`src/rtl/mdm_pkg.sv`:
```
package mdm_pkg;

    localparam int DATA_W  = 8;
    localparam int ADDR_W  = 2;
    localparam int BASE_W  = 12;
    localparam int LINES   = 3;

    typedef enum logic [ADDR_W-1:0] {
        SEL_CTRL = 2'd0,
        SEL_IER  = 2'd1,
        SEL_STAT = 2'd2,
        SEL_NONE = 2'd3
    } reg_sel_e;

    // Control register fields
    localparam int CTRL_DTR  = 0;
    localparam int CTRL_RTS  = 1;
    localparam int CTRL_LOOP = 4;
    // Interrupt-enable field for modem status
    localparam int IER_MDM   = 3;

    localparam logic [BASE_W-1:0] BASE_STRAP_LO = 12'h3F0;
    localparam logic [BASE_W-1:0] BASE_STRAP_HI = 12'h370;

    // Pin levels, active low as on the wires
    typedef struct packed {
        logic dcd;
        logic dsr;
        logic cts;
    } mdm_lines_t;

    function automatic logic [DATA_W-1:0] pack_status(mdm_lines_t lvl_n,
                                                      mdm_lines_t rise);
        logic [DATA_W-1:0] s;
        s    = '0;
        s[0] = rise.cts;
        s[1] = rise.dsr;
        s[3] = rise.dcd;
        s[4] = ~lvl_n.cts;
        s[5] = ~lvl_n.dsr;
        s[7] = ~lvl_n.dcd;
        return s;
    endfunction

endpackage

```
`src/rtl/mdm_sync.sv`:
```
module mdm_sync #(
    parameter int               WIDTH   = 3,
    parameter int               STAGES  = 2,
    parameter logic [WIDTH-1:0] RST_VAL = '1
) (
    input  logic             clk,
    input  logic             rst,
    input  logic [WIDTH-1:0] d,
    output logic [WIDTH-1:0] q
);

    logic [WIDTH-1:0] stg [STAGES];

    always_ff @(posedge clk) begin
        if (rst) stg[0] <= RST_VAL;
        else     stg[0] <= d;
    end

    for (genvar i = 1; i < STAGES; i++) begin : g_stage
        always_ff @(posedge clk) begin
            if (rst) stg[i] <= RST_VAL;
            else     stg[i] <= stg[i-1];
        end
    end

    assign q = stg[STAGES-1];

endmodule

```
`src/rtl/mdm_delta.sv`:
```
module mdm_delta #(
    parameter int WIDTH = 3
) (
    input  logic             clk,
    input  logic             rst,
    input  logic [WIDTH-1:0] lvl,
    input  logic             clr,
    output logic [WIDTH-1:0] flags,
    output logic             chg_pend,
    output logic             rise_any
);

    localparam logic [WIDTH-1:0] IDLE = '1;

    logic [WIDTH-1:0] prev_q;
    logic [WIDTH-1:0] rise;
    logic [WIDTH-1:0] chg;

    always_comb begin
        rise     = lvl & ~prev_q;
        chg      = lvl ^ prev_q;
        rise_any = |rise;
    end

    always_ff @(posedge clk) begin
        if (rst) begin
            prev_q   <= IDLE;
            flags    <= '0;
            chg_pend <= 1'b0;
        end else begin
            prev_q   <= lvl;
            // new events win over a clear landing on the same edge
            flags    <= (flags & ~{WIDTH{clr}}) | rise;
            chg_pend <= (chg_pend & ~clr) | (|chg);
        end
    end

endmodule

```
`src/rtl/mdm_strap.sv`:
```
module mdm_strap #(
    parameter int                BASE_W = 12,
    parameter logic [BASE_W-1:0] BASE0  = 12'h3F0,
    parameter logic [BASE_W-1:0] BASE1  = 12'h370
) (
    input  logic              clk,
    input  logic              rst,
    input  logic              strap_in,
    output logic [BASE_W-1:0] base
);

    logic sel_q;

    // tracks the pin through reset, freezes on the last reset cycle
    always_ff @(posedge clk) begin
        if (rst) sel_q <= strap_in;
    end

    assign base = sel_q ? BASE1 : BASE0;

endmodule

```
`src/rtl/mdm_handshake.sv`:
```
module mdm_handshake
    import mdm_pkg::*;
#(
    parameter int SYNC_STAGES = 2
) (
    input  logic              clk,
    input  logic              rst,
    input  logic              wr_en,
    input  logic              rd_en,
    input  logic [ADDR_W-1:0] addr,
    input  logic [DATA_W-1:0] wdata,
    output logic [DATA_W-1:0] rdata,
    input  logic              cts_n,
    input  logic              dsr_n,
    input  logic              dcd_n,
    input  logic              rts_strap,
    output logic              rts_n,
    output logic              dtr_n,
    output logic              irq,
    output logic [BASE_W-1:0] cfg_index_base
);

    logic [DATA_W-1:0] ctrl_q;
    logic [DATA_W-1:0] ier_q;
    logic              loop_q;
    logic              ier_mdm;
    logic              rd_stat;
    mdm_lines_t        pin_lvl;
    mdm_lines_t        sync_lvl;
    mdm_lines_t        eff_lvl;
    mdm_lines_t        dlt_flags;
    logic              dlt_pend;
    logic              dlt_rise_any;
    reg_sel_e          sel;

    assign sel     = reg_sel_e'(addr);
    assign rd_stat = rd_en && (sel == SEL_STAT);
    assign loop_q  = ctrl_q[CTRL_LOOP];
    assign ier_mdm = ier_q[IER_MDM];

    // register file
    always_ff @(posedge clk) begin
        if (rst) begin
            ctrl_q <= '0;
            ier_q  <= '0;
        end else if (wr_en) begin
            if (sel == SEL_CTRL) ctrl_q <= wdata;
            if (sel == SEL_IER)  ier_q  <= wdata;
        end
    end

    // modem inputs through the synchronizer
    always_comb begin
        pin_lvl.cts = cts_n;
        pin_lvl.dsr = dsr_n;
        pin_lvl.dcd = dcd_n;
    end

    mdm_sync #(
        .WIDTH  (LINES),
        .STAGES (SYNC_STAGES),
        .RST_VAL('1)
    ) u_sync (
        .clk(clk),
        .rst(rst),
        .d  (pin_lvl),
        .q  (sync_lvl)
    );

    // loop path replaces two of the lines
    always_comb begin
        eff_lvl = sync_lvl;
        if (loop_q) begin
            eff_lvl.cts = ~ctrl_q[CTRL_RTS];
            eff_lvl.dsr = ~ctrl_q[CTRL_DTR];
        end
    end

    mdm_delta #(
        .WIDTH(LINES)
    ) u_delta (
        .clk     (clk),
        .rst     (rst),
        .lvl     (eff_lvl),
        .clr     (rd_stat),
        .flags   (dlt_flags),
        .chg_pend(dlt_pend),
        .rise_any(dlt_rise_any)
    );

    mdm_strap #(
        .BASE_W(BASE_W),
        .BASE0 (BASE_STRAP_LO),
        .BASE1 (BASE_STRAP_HI)
    ) u_strap (
        .clk     (clk),
        .rst     (rst),
        .strap_in(rts_strap),
        .base    (cfg_index_base)
    );

    // outputs
    assign rts_n = ~(ctrl_q[CTRL_RTS] & ~loop_q);
    assign dtr_n = ~(ctrl_q[CTRL_DTR] & ~loop_q);
    assign irq   = ier_mdm & dlt_pend;

    always_comb begin
        case (sel)
            SEL_CTRL: rdata = ctrl_q;
            SEL_IER:  rdata = ier_q;
            SEL_STAT: rdata = pack_status(eff_lvl, dlt_flags);
            default:  rdata = '0;
        endcase
    end

endmodule


```
`config.mk`:
```
export PLATFORM = sky130hd
export DESIGN_NAME = mdm_handshake
export DESIGN_NICKNAME = d
export VERILOG_FILES = /design/src/rtl/mdm_pkg.sv /design/src/rtl/mdm_sync.sv /design/src/rtl/mdm_delta.sv /design/src/rtl/mdm_strap.sv /design/src/rtl/mdm_handshake.sv
export SDC_FILE = /design/constraint.sdc
export NUM_CORES = 1
export LEC_CHECK = 0
export ABC_AREA = 1
export BUFFER_PORTS_ARGS = -buffer_cell sky130_fd_sc_hd__buf_4
export CORE_UTILIZATION = 51
export CTS_BUF_LIST = sky130_fd_sc_hd__clkbuf_16
export CTS_CLUSTER_DIAMETER = 150
export DETAILED_ROUTE_END_ITERATION = 12
export GPL_TIMING_DRIVEN = 1
export PLACE_DENSITY_LB_ADDON = 0.08
export SYNTH_ARGS = -nofsm -noshare
export SYNTH_HDL_FRONTEND = slang
export SYNTH_HIERARCHICAL = 1
export SYNTH_SLANG_ARGS = --single-unit
```
`constraint.sdc`:
```
create_clock -name clk -period 1.3 [get_ports clk]
set_input_delay 0.13 -clock clk [delete_from_list [all_inputs] [get_ports clk]]
set_output_delay 0.13 -clock clk [all_outputs]
set_load 0.005 [all_outputs]
```
* Word-level counts from Yosys, hierarchy flattened
Memory sizes are Yosys's and may differ from the RTL's.
Index checks and enable logic that the tools add are counted.
** Operators by class
- Equal/unequal tests :: 2
- Mux-type cells :: 8
- Bitwise gates (word level) :: 22
- Reductions and logical operators :: 5
** Operator list (count)
- $pmux W8 S3 :: 1
- $not A1 Y1 :: 9
- $mux W8 :: 1
- $and A3 B3 Y3 :: 2
- $mux W3 :: 2
- $not A3 Y3 :: 2
- $and A1 B1 Y1 :: 4
- $reduce_and A2 Y1 :: 2
- $mux W1 :: 3
- $or A1 B1 Y1 :: 3
- $or A3 B3 Y3 :: 1
- $reduce_or A3 Y1 :: 1
- $xor A3 B3 Y3 :: 1
- $eq A2 B1 Y1 const B :: 1
- $eq A2 B2 Y1 const B :: 1
- $logic_not A2 Y1 :: 1
- $mux W2 :: 1
- $logic_and A1 B1 Y1 :: 1
** Word-level totals
- Register bits :: 24
- Bits in writable memories :: 6
- Input port bits :: 18
- Output and inout bits :: 23
- Word-level logic and storage cells :: 44
- Memories kept :: 1
** Memories
- u_sync.stg :: depth 2, bits a word 3, read ports 2, clocked after Yosys merged registers in 0, wr ports 2, RTL line mdm_sync.sv:12 : logic [WIDTH-1:0] stg [STAGES];

* Depth between registers and ports, before layout
- Word-level depth :: 5
- Gate-level depth with buffers :: 7
- Depth with buffers taken out :: 7

* Hierarchy
Netlist, hierarchy kept.
** Modules (own cells, without submodules)
- mdm_handshake :: instances 1, cells an instance 148, area each 909.6 sq um
- mdm_delta :: instances 1, cells an instance 32, area each 274.0 sq um
- mdm_sync :: instances 1, cells an instance 19, area each 168.9 sq um
- mdm_strap :: instances 1, cells an instance 15, area each 123.9 sq um

* Worst setup path after synthesis
OpenSTA, ideal clock, no wires.
- Path type :: reg2reg
- From :: reg ctrl_q[4]
- To :: reg u_delta.chg_pend
- Library setup time :: 0.111 ns
- Arrival time :: 1.045 ns
- Data required time :: 1.189 ns
- Setup slack :: 0.143 ns
- Cell stages (with the launch flop) :: 7
- Path buffers :: 0
- Period minus slack after synthesis :: 1.157 ns
- Cells stage by stage :: dfxtp_1 -> o21ai_0 -> inv_1 -> ha_1 -> nand3_1 -> nor2_1 -> nor2_1
** RTL lines
- from (decl) :: RTL line mdm_handshake.sv:23 : logic [DATA_W-1:0] ctrl_q;
- from (signal assigned) :: RTL line mdm_handshake.sv:47 : if (sel == SEL_CTRL) ctrl_q <= wdata;
- to (signal assigned) :: RTL line mdm_delta.sv:34 : chg_pend <= (chg_pend & ~clr) | (|chg);
- to (decl) :: RTL line mdm_delta.sv:9 : output logic chg_pend,

* Final worst setup path
- From :: reg ctrl_q[4]
- To :: out rdata[5]
** On the way
- Longest elaborated chain between the ends :: 3
** Ends and longest elaborated chain
- $mux W2 :: RTL line mdm_handshake.sv:73 : if (loop_q) begin
- $not A1 Y1 :: RTL line mdm_pkg.sv:40 : s[5] = ~lvl_n.dsr;
- $pmux W8 S3 :: RTL line mdm_handshake.sv:108 : case (sel)
- to (decl) :: RTL line mdm_handshake.sv:12 : output logic [DATA_W-1:0] rdata,
Every way passes these cells.

==> reports/metrics.cfg <==
[run_status]
status = complete, no violations

[setup_path]
critical_path_class = reg2out
worstPathCellList = o21ai_2 -> nand2_1 -> nand3_1 -> buf_4
cp_top_family = flip-flops
end_kind = primary output
crit_cells = 4
cp.arrival_ns = 1.06
cp_slowest_stage_delay_ns = 0.36
cp_slowest_cell = dfxtp_4
critPathLaunchType = flip-flop
reg2reg_slack_ns = 0.11
crit-reg2reg-launch = ctrl_q[4]
cp.buffers_inverters = 1
critPathMaxFanout = 7
cp-startpoint = ctrl_q[4]
r2r_end = u_delta/chg_pend
crit_required_ns = 1.17
critPathCapture = rdata[5]
r2r_cells = 6

[floorplan]
dieArea_mm2 = 0.00310
io_pins = 41
core_mm2 = 0.00273
initial_core_util = 0.538
chipHeight_um = 55.7
fp.dieW_um = 55.7
rows = 19

[clock_network]
clk_pin_slew_ns = 0.05
clock-sinks = 30
cts-root-buf = clkbuf_16
post_cts_buffers = 0
cts_buffers = 5
clockBufferDepth = 2
ctsHoldBuffers = 0
htreeDepth = 2
clock_latency_ns = 0.27
cts_tree = yes

[power_and_ir_drop]
sw_frac_of_total = 0.231
fin_total_pwr_mw = 2.32
switchingPower_mw = 0.536
leakagePower_nw = 0.944
clkPwrFrac = 0.459
power_density_mw_per_mm2 = 1290
pwr-share-seq = 0.431
p_comb_frac = 0.110
internal-power_mw = 1.78
ir_drop_mv = 1.10

[cells_and_area]
seq_area_um2 = 616
final_common_cell = nand2_1
fillers = 250
multi_input_area_um2 = 618
final_cell_mix = 54 x nand2_1, 39 x inv_1, 30 x nor2_1
design_area_mm2 = 0.00180
antenna_cells = 0
drive_gt1_frac = 0.185
area_growth_pct = 22.4
finalNonFillerCells = 274
utilization = 0.659
nets = 263

[detailed_routing]
ant_nets = 0
detail_route.vias_per_cell = 4.62
routed_wl_um = 2870
detail_route.first_pass.iterations = 4
drc_errors = 0
vias = 1266
drtIter0Drc = 33
routedWlPerCell_um = 10.5

[worst_hold_path]
worstHoldPathCells = 3
hold_class = in2reg

[sta]
report.final.slew_viol_count = 0
finalSetupViolations = 0
skew_ns = 0.00356
period_share = 0.918
holdWs_ns = 0.0324
max_freq_mhz = 838
layout_min_cycle_time_ns = 1.19
hold_violations = 0

[placement]
placed_area_mm2 = 0.00165
dp.final_hpwl_um = 2150
routabilityCongestion = 0.786
io_buffers = 29
post-place-cells = 266

[global_route]
grt_max_degree = 25
track_usage = 0.210
grt_overflow = 0
grt_pass1_wl_um = 4890
grt_pass1_vias = 1110
antenna_found_initial = 0

[synthesis]
syn_area_mm2 = 0.00147
syn_avg_cell_area_um2 = 6.91
syn_inst = 213
yosys_warnings = 6

[job]
maxCapViolCount = 0

metrics by stage:
step,worst slack [ns],setup TNS [ns]
after floorplan,0.143,0
after global placement,0.0942,0
after global routing,-0.000243,-0.000243
final,0.106,0
after detailed placement,-0.0298,-0.0298
after CTS,0.0454,0
sequential cells by signal, indices dropped and copies added, names as in the netlist:
| signal | cells |
|---|---|
| u_delta/chg_pend | 1 |
| u_delta/prev_q | 3 |
| u_strap/sel_q | 1 |
| u_sync/stg | 6 |
| ier_q | 8 |
| ctrl_q | 8 |
| u_delta/flags | 3 |
what timing repair did:
item	in CTS	in global routing
endpoints found under the setup margin	2	3
hold endpoints to repair	0	0
pin swaps	0	0
resized for setup	2	4
metal layers:
metal / vias up / share of wire / GRT usage
met5: - / 0 / 0
met4: 0 / 0.030 / 0.143
met3: 9 / 0.052 / 0.0558
met2: 36 / 0.50 / 0.344
met1: 553 / 0.41 / 0.239
li1: 668 / - / -
how the worst min path moves through the flow:
stage,to,from,slack [ns]
2_1_floorplan,u_delta/flags[0],rst,0.20
3_3_place_gp,u_sync/stg[0][1],dsr_n,0.31
3_5_place_dp,u_strap/sel_q,rts_strap,0.31
4_1_cts,u_sync/stg[0][2],dcd_n,0.03
5_1_grt,u_strap/sel_q,rts_strap,0.03
6_report,u_sync/stg[0][2],dcd_n,0.03
cell type report:
cell class | instances | share of cell area
Sequential cell | 30 | 0.342
Clock inverter | 3 | 0.00903
Clock buffer | 5 | 0.0694
Multi-Input combinational cell | 135 | 0.343
Tap cell | 31 | 0.0215
Inverter | 40 | 0.0833
Timing Repair Buffer | 30 | 0.132
tightest hold or removal path, cell delays in order:
cell	delay, ns
buf_4	0.07
inv_1	0.03
nand2_1	0.04
power groups by stage:
stage | Sequential [mW] | Clock, mW | Combinational, mW
finish | 0.999 | 1.06 | 0.256
global route | 1.00 | 1.13 | 0.293
CTS | 0.998 | 1.09 | 0.257
detailed placement | 1.02 | 0 | 0.254
global placement | 1.01 | 0 | 0.247
floorplan | 1.01 | 0 | 0.179
Note: power is estimated with default switching activity, not from simulation.
